File: src/rtl/coalescing_store_buffer.sv
module coalescing_store_buffer #(
  parameter int ADDR_W  = 32,
  parameter int WORD_W  = 32,
  parameter int WORDS   = 8,
  parameter int ENTRIES = 4,
  parameter logic [ADDR_W-1:0] IO_MASK = 32'hF000_0000,
  parameter logic [ADDR_W-1:0] IO_BASE = 32'hF000_0000
) (
  input  logic                          clk,
  input  logic                          rst_n,
  input  logic                          st_valid,
  input  logic [ADDR_W-1:0]             st_addr,
  input  logic [WORD_W-1:0]             st_data,
  output logic                          st_ready,
  input  logic                          rd_valid,
  input  logic [ADDR_W-1:0]             rd_addr,
  output logic                          rd_ready,
  output logic                          mem_req,
  output logic [ADDR_W-1:0]             mem_addr,
  output logic [WORD_W*WORDS-1:0]       mem_data,
  output logic [WORD_W*WORDS/8-1:0]     mem_be,
  input  logic                          mem_ack
);
  localparam int BYTES_W = WORD_W / 8;
  localparam int LINE_W  = WORD_W * WORDS;
  localparam int BE_W    = LINE_W / 8;
  localparam int OFF_W   = $clog2(BE_W);
  localparam int WB_W    = $clog2(BYTES_W);
  localparam int WIX_W   = $clog2(WORDS);
  localparam int BLK_W   = ADDR_W - OFF_W;
  localparam int PTR_W   = $clog2(ENTRIES);
  localparam int CNT_W   = PTR_W + 1;

  logic              vld_q  [ENTRIES];
  logic              io_q   [ENTRIES];
  logic [BLK_W-1:0]  blk_q  [ENTRIES];
  logic [WORDS-1:0]  mask_q [ENTRIES];
  logic [LINE_W-1:0] data_q [ENTRIES];
  logic [PTR_W-1:0]  head_q, tail_q;
  logic [CNT_W-1:0]  cnt_q;

  wire [BLK_W-1:0] st_blk  = st_addr[ADDR_W-1:OFF_W];
  wire [BLK_W-1:0] rd_blk  = rd_addr[ADDR_W-1:OFF_W];
  wire [WIX_W-1:0] st_widx = st_addr[WB_W +: WIX_W];
  wire             st_io   = (st_addr & IO_MASK) == IO_BASE;
  wire             full    = cnt_q == CNT_W'(ENTRIES);

  logic             mrg_hit, rd_hit;
  logic [PTR_W-1:0] mrg_idx;

  always_comb begin
    mrg_hit = 1'b0;
    mrg_idx = '0;
    rd_hit  = 1'b0;
    for (int i = 0; i < ENTRIES; i++) begin
      if (vld_q[i] && !io_q[i] && !st_io && (PTR_W'(i) != head_q) && blk_q[i] == st_blk) begin
        mrg_hit = 1'b1;
        mrg_idx = PTR_W'(i);
      end
      if (vld_q[i] && blk_q[i] == rd_blk)
        rd_hit = 1'b1;
    end
  end

  assign st_ready = mrg_hit || !full;
  assign rd_ready = !(rd_valid && rd_hit);

  wire st_fire = st_valid && st_ready;
  wire push    = st_fire && !mrg_hit;
  wire pop     = mem_req && mem_ack;

  assign mem_req  = vld_q[head_q];
  assign mem_addr = {blk_q[head_q], {OFF_W{1'b0}}};
  assign mem_data = data_q[head_q];

  for (genvar w = 0; w < WORDS; w++) begin : g_be
    assign mem_be[w*BYTES_W +: BYTES_W] = {BYTES_W{mask_q[head_q][w]}};
  end

  always_ff @(posedge clk) begin
    if (!rst_n) begin
      for (int i = 0; i < ENTRIES; i++) vld_q[i] <= 1'b0;
      head_q <= '0;
      tail_q <= '0;
      cnt_q  <= '0;
    end else begin
      if (pop) begin
        vld_q[head_q] <= 1'b0;
        head_q        <= head_q + 1'b1;
      end
      if (push) begin
        vld_q[tail_q]  <= 1'b1;
        io_q[tail_q]   <= st_io;
        blk_q[tail_q]  <= st_blk;
        mask_q[tail_q] <= WORDS'(1) << st_widx;
        data_q[tail_q][int'(st_widx)*WORD_W +: WORD_W] <= st_data;
        tail_q         <= tail_q + 1'b1;
      end else if (st_fire) begin
        mask_q[mrg_idx][st_widx] <= 1'b1;
        data_q[mrg_idx][int'(st_widx)*WORD_W +: WORD_W] <= st_data;
      end
      cnt_q <= cnt_q + CNT_W'(push) - CNT_W'(pop);
    end
  end

  assert_empty_never_blocks_R8: assert property (@(posedge clk) disable iff (!rst_n)
    !mem_req |-> rd_ready);

  assert_line_held_R9: assert property (@(posedge clk) disable iff (!rst_n)
    (mem_req && !mem_ack) |=> (mem_req && $stable(mem_addr) && $stable(mem_data) && $stable(mem_be)));

  assert_stall_only_full_R7: assert property (@(posedge clk) disable iff (!rst_n)
    (st_valid && !st_ready) |-> full);

  assert_io_single_word_R5: assert property (@(posedge clk) disable iff (!rst_n)
    (mem_req && io_q[head_q]) |-> ($countones(mem_be) == BYTES_W));

  assert_req_has_bytes_R2: assert property (@(posedge clk) disable iff (!rst_n)
    mem_req |-> (mem_be != '0));

  assert_count_bound_R7: assert property (@(posedge clk) disable iff (!rst_n)
    cnt_q <= CNT_W'(ENTRIES));
endmodule

File: config.mk
export PLATFORM = sky130hd
export DESIGN_NAME = coalescing_store_buffer
export DESIGN_NICKNAME = d
export VERILOG_FILES = /design/src/rtl/coalescing_store_buffer.sv
export SDC_FILE = /design/constraint.sdc
export NUM_CORES = 1
export LEC_CHECK = 0
export BUFFER_PORTS_ARGS = -buffer_cell sky130_fd_sc_hd__buf_2
export CORE_ASPECT_RATIO = 1.2
export CORE_MARGIN = 5
export CORE_UTILIZATION = 59
export DETAILED_ROUTE_END_ITERATION = 16
export PLACE_DENSITY = 0.79
export SLEW_MARGIN = 30
export SYNTH_ARGS = -nofsm -noshare
export SYNTH_HDL_FRONTEND = slang
export SYNTH_SLANG_ARGS = --single-unit
File: constraint.sdc
create_clock -name clk -period 7.55 [get_ports clk]
set_input_delay 1.8875 -clock clk [delete_from_list [all_inputs] [get_ports clk]]
set_output_delay 1.8875 -clock clk [all_outputs]
set_load 0.01 [all_outputs]
# Word-level counts from Yosys, hierarchy flattened
# Memories as Yosys holds them, arrays and structs flattened. A register that Yosys moved wholly into a read port is not among the register bits.
# Cells that the tools add are included.
# totals
reg_bits	7
latchBits	0
ram_bits	1172
romBits	0
input_bits	101
out_inout_bits	323
word_cells	116
mem_count	5
# op_classes
n_addsub	5
multipliers	0
div	0
n_lt_le_gt_ge	2
n_eq_ne	13
n_shift	3
muxes	46
n_bitwise	0
n_reduce_logical	39
# memory_table
name	depth	word_bits	read_ports	rd_ports_with_merged_regs	wr	line_no	rtl
data_q	4	256	1	1	1	38	logic [LINE_W-1:0] data_q [ENTRIES];
blk_q	4	27	5	1	1	36	logic [BLK_W-1:0] blk_q [ENTRIES];
mask_q	4	8	1	1	1	37	logic [WORDS-1:0] mask_q [ENTRIES];
io_q	4	1	4	0	1	35	logic io_q [ENTRIES];
vld_q	4	1	5	1	4	34	logic vld_q [ENTRIES];
# ops
operator	n
$mux W256	4
$reduce_or A256 Y1	1
$shift A32 B33 Y256 const A	1
$shiftx A32 B33 Y256	1
$eq A27 B27 Y1	8
$neg A8 Y33	1
$mux W2	14
$logic_and A1 B1 Y1	25
$mux W1	24
$mux W8	3
$logic_not A1 Y1	8
$reduce_or A8 Y1	1
$shl A1 B3 Y8 const A	1
$add A2 B1 Y2 const B	2
$eq A4 B4 Y1 const B	1
$lt A3 B4 Y1 const B	1
$ne A2 B2 Y1 const A	2
$add A3 B1 Y3	1
$demux W1 S3	1
$eq A3 B3 Y1 const B	1
$ge A3 B1 Y1 const B	1
$sub A3 B1 Y3	1
$ne A1 B2 Y1 const A	1
$reduce_bool A2 Y1	1
other kinds (2)	3

# Logic depth before layout (Yosys ltp)
# An unclocked memory read counts as a cell.
# logic_depth
ltp_word	18
mapped_depth	16
depth_no_buf	16

# Worst setup path before layout
# Ideal clock, no wire load.
# synth_path
kind	in2reg
from	input st_addr[2]
to	memory data_q[0][0] in the netlist's numbering (enable)
setup_ns	0.421
arrival_time_ns	5.360
t_required_ns	7.129
path_slack_ns	1.769
cell_stages	12
path_cell_list	clkbuf_1 > inv_1 > ha_1 > ha_1 > clkbuf_1 > nor3b_1 > mux2i_1 > o22ai_1 > and2_1 > o41ai_4 > mux2i_2 > nor2_1
# synth_between
elab_chain_len	5
elab_cells_between_ends	7
classes_between	add/sub: 1; shift: 1; mux: 4; reduce/logical: 1
# synth_rtl
element	line_no	rtl
start: declaration	12	input logic [ADDR_W-1:0] st_addr,
$neg A8 Y33 *	96, 100	
$shift A32 B33 Y256 *	96, 100	
$mux W256 (not written as such)	100	data_q[mrg_idx][int'(st_widx)*WORD_W +: WORD_W] <= st_data;
$reduce_or A256 Y1 (no source line)	-	
$mux W2 (no source line) / $mux W256 (equally long branches)	-	
end: declaration	38	
# Every way passes the cells marked *; elsewhere a longest branch is shown, timed or not.

# Worst setup path in the final report
# layout_path
from	input st_addr[9]
to	output st_ready
# layout_between
elab_chain_len	7
elab_cells_between_ends	13
classes_between	eq/ne: 4; mux: 4; reduce/logical: 5
# layout_rtl
element	line_no	rtl
$eq A27 B27 Y1	56	if (vld_q[i] && !io_q[i] && !st_io && (PTR_W'(i) != head_q) && blk_q[i] == st_blk) begin
$logic_and A1 B1 Y1	56	
$mux W1 (3 in a row)	56	
$mux W1 *	56	
$logic_or A1 B1 Y1 *	65	assign st_ready = mrg_hit || !full;
end: declaration	14	output logic st_ready,
# Marked as above.

==> key figures <==
Run status
  • Status: completed

Worst setup path
  • Total number of cells along the worst setup path: 8
  • Worst reg2reg setup slack: 3050 ps
  • Worst Setup End Kind: primary output
  • Bufs and invs on worst path: 2
  • CP cell instances: buf_2 > xnor2_1 > nand3_1 > nor4_1 > nor3b_4 > nor4_4 > nand2_1 > buf_2
  • Startpoint Class: primary input
  • Critical path type: in2out
  • RR Endpoint: data_q[1][91]
  • Critical Path Fanout Max: 10
  • Most frequent CP cell: buf_2
  • Arrival @ worst endpoint: 4410 ps
  • Worst path max stage delay: 750 ps
  • Cell depth of the worst flop-to-flop path: 8
  • Slowest cell on crit path: nor4_1
  • Cell family with most CP delay: simple AND/OR/NAND/NOR gates
  • Critical R2R Launch: blk_q[2][3]
  • Crit path required time: 5660 ps

Min path
  • Min-delay src: tail_q[0]
  • Worst Hold End: tail_q[0]
  • Hold depth: 2
  • Hold WC Path Type: reg2reg

Yosys
  • Mapped Cells: 2,434
  • Post-synth top cells: edfxtp_1, mux4_2, nor2_1
  • Register area share after synthesis: 73.8%
  • Synth Cell Area: 47,900 sq um
  • Syn avg cell area: 19.7 sq um
  • Top_reg_cell synth: edfxtp_1
  • Yosys cell types: 56
  • FF+latch count, synth: 1,181
  • Most common cell in the netlist: edfxtp_1
  • Post-synth top area cell: edfxtp_1
  • Ys Warns: 0
  • Yosys top cell area share: 73.3%
  • EDFF count, synth: 1,168
  • Post-synth ARST share: 0%
  • Ranking of synthesized cells by area: edfxtp_1, mux4_2, xor2_1

Global route
  • Vias in the first global route: 26,400
  • Antenna violations before repair: 11
  • GRT Total Usage: 29.6%
  • First-pass GRT wire length: 186,000 um
  • Total grt overflow: 0
  • Pin count of the biggest net entering global routing: 126

Place
  • Hpwl dp: 85,300 um
  • PortBufs: 411
  • GP Congestion: 0.946

Floorplan
  • Die height: 322 um
  • Core Rows: 114
  • Die X: 270 um
  • Starting Density: 59.4%
  • Die area: 86,900 sq um
  • Core area: 80,600 sq um
  • I/O Pins: 424

Route
  • Final WL: 129,000 um
  • Initial drt markers: 2,728
  • Via density: 6.31
  • DRC violations left: 0
  • DRT Pass-1 Iters: 5
  • Vias: 25,400
  • Final ANT Viol Nets: 0
  • Avg WL per Cell: 32.0 um

Timing
  • Worst Skew: 36.3 ps
  • Final Slew Violations: 0
  • Sum Neg Setup Slack: 0 ps
  • Tcrit/Tclk final: 83.4%
  • Fin. Hold Viols: 0
  • Hold Slack: 545 ps
  • Final min period: 6300 ps
  • Final setup vio count: 0
  • RSZ-0062 raised after global routing: no
  • Rel. slew slack: 38.2%
  • Worst slew pin tran: 923 ps
  • F_max: 159 MHz

Pwr
  • Peak VDD IR: 0.000251 V
  • Static Leak: 17.8 nW
  • Pwr dens: 261 nW/um^2

Clock network
  • Clk root buf: clkbuf_16
  • CTS resizes: 0
  • CTS tree: done
  • H-tree Lvls: 3
  • Sink Count: 1,181
  • Clk_lat worst skew: 700 ps
  • CTS max path bufs: 3
  • Setup Buffers After CTS: 0
  • Post-CTS Hold Fix Bufs: 0
  • CTS Buf Count: 111
  • Clock transition at the registers of the reported paths: 60 ps

Finish
  • Area grow syn2layout: 15.8%
  • Multi-input gate area: 12,100 sq um
  • Share of cells above drive strength 1: 33.3%
  • Register area: 35,300 sq um
  • Final #Nets: 2,992
  • Filler cells: 4,946

Job
  • Max-Cap Viols: 0
## worst reg2reg max path, cell delays in order (launching register included)
cell and delay (ps):
edfxtp_1 450, xor2_1 180, nor4_1 750, nand4_1 360, o22a_1 350, a31oi_4 410
nand4_1 560, nor2_4 840, buf_4 300
## placed cells by master, fill, tap and decap left out, drive strengths merged, types with 3 or more instances in the layout
cell | Yosys | routed
nand2b | 3 | 3
bufinv | 0 | 8
buf | 77 | 468
or4 | 5 | 5
dfxtp | 13 | 13
a21oi | 22 | 22
o31a | 3 | 3
xnor2 | 103 | 103
nand2 | 53 | 53
a32o | 4 | 4
and2 | 139 | 139
ha | 16 | 16
mux4 | 292 | 292
nand4 | 38 | 38
clkbuf | 68 | 132
nor2 | 186 | 186
o21ai | 12 | 12
inv | 16 | 22
nand3 | 11 | 11
clkinvlp | 0 | 5
diode | 0 | 9
clkinv | 0 | 58
mux2i | 5 | 5
nor3 | 18 | 18
or3 | 5 | 5
nor4 | 33 | 33
xor2 | 115 | 115
nor3b | 5 | 5
conb | 1 | 5
edfxtp | 1168 | 1168
## report_power, final
part           switching (mW)  leakage [nW]  total [mW]  internal, mW
Combinational            1.02          5.60        1.70         0.677
Clock                    2.42          1.74        5.44          3.03
Sequential             0.0612          10.5        7.33          7.26
Total                    3.50          17.8        14.5          11.0
## kinds of logic after synthesis
family                     after synthesis  share of synthesized area, %
AOI/OAI and AO/OA                       52                         0.789
muxes                                  297                          13.9
adders and majority gates               17                         0.460
other                                    1                       0.00783
buffers and inverters                  161                          1.52
xor gates and xnor gates               218                          4.02
DFF                                   1181                          73.8
and+or+nand+nor                        507                          5.52
## cell type report
cell class	count	share of cell area (%)
Clock buffer	132	5.23
Inverter	16	0.108
Timing Repair Buffer	468	5.56
Tap cell	1044	2.36
Sequential cell	1181	63.8
Antenna cell	9	0.0406
Clock inverter	77	1.18
Multi-Input combinational cell	1096	21.8
## routing by layer
metal | up-vias | GRT usage [%] | part of all wire [%]
met1 | 13100 | 38.5 | 35
met2 | 1469 | 48.7 | 50
li1 | 10600 | - | -
met4 | 0 | 13.3 | 5.1
met5 | - | 0 | 0
met3 | 269 | 6.79 | 9.8
## registers in the layout, indices dropped and copies added, names as in the netlist, named ones only
signal,flops
data_q,1024
blk_q,108
mask_q,32
io_q,4
vld_q,4
cnt_q,3
head_q,2
tail_q,2
## through the flow
stage	util, %	total power [mW]	cell area (sq um)	std cells	worst slack (ps)
after global routing	68.8	14.9	55400	4015	1240
after detailed placement	64.3	9.16	51800	3805	1310
after CTS	68.7	14.5	55400	4014	1310
final	68.8	14.5	55400	4023	1250
after floorplan	-	8.45	47900	2438	1770
after global placement	63.4	9.12	51100	3778	1380
## how the worst max path moves through the flow
stage | end | from
2_1_floorplan | data_q[0][0] | st_addr[2]
3_3_place_gp | st_ready | st_addr[9]
3_5_place_dp | st_ready | st_addr[9]
4_1_cts | st_ready | st_addr[9]
5_1_grt | st_ready | st_addr[9]
6_report | st_ready | st_addr[9]
(Power assumes the default switching activity.)
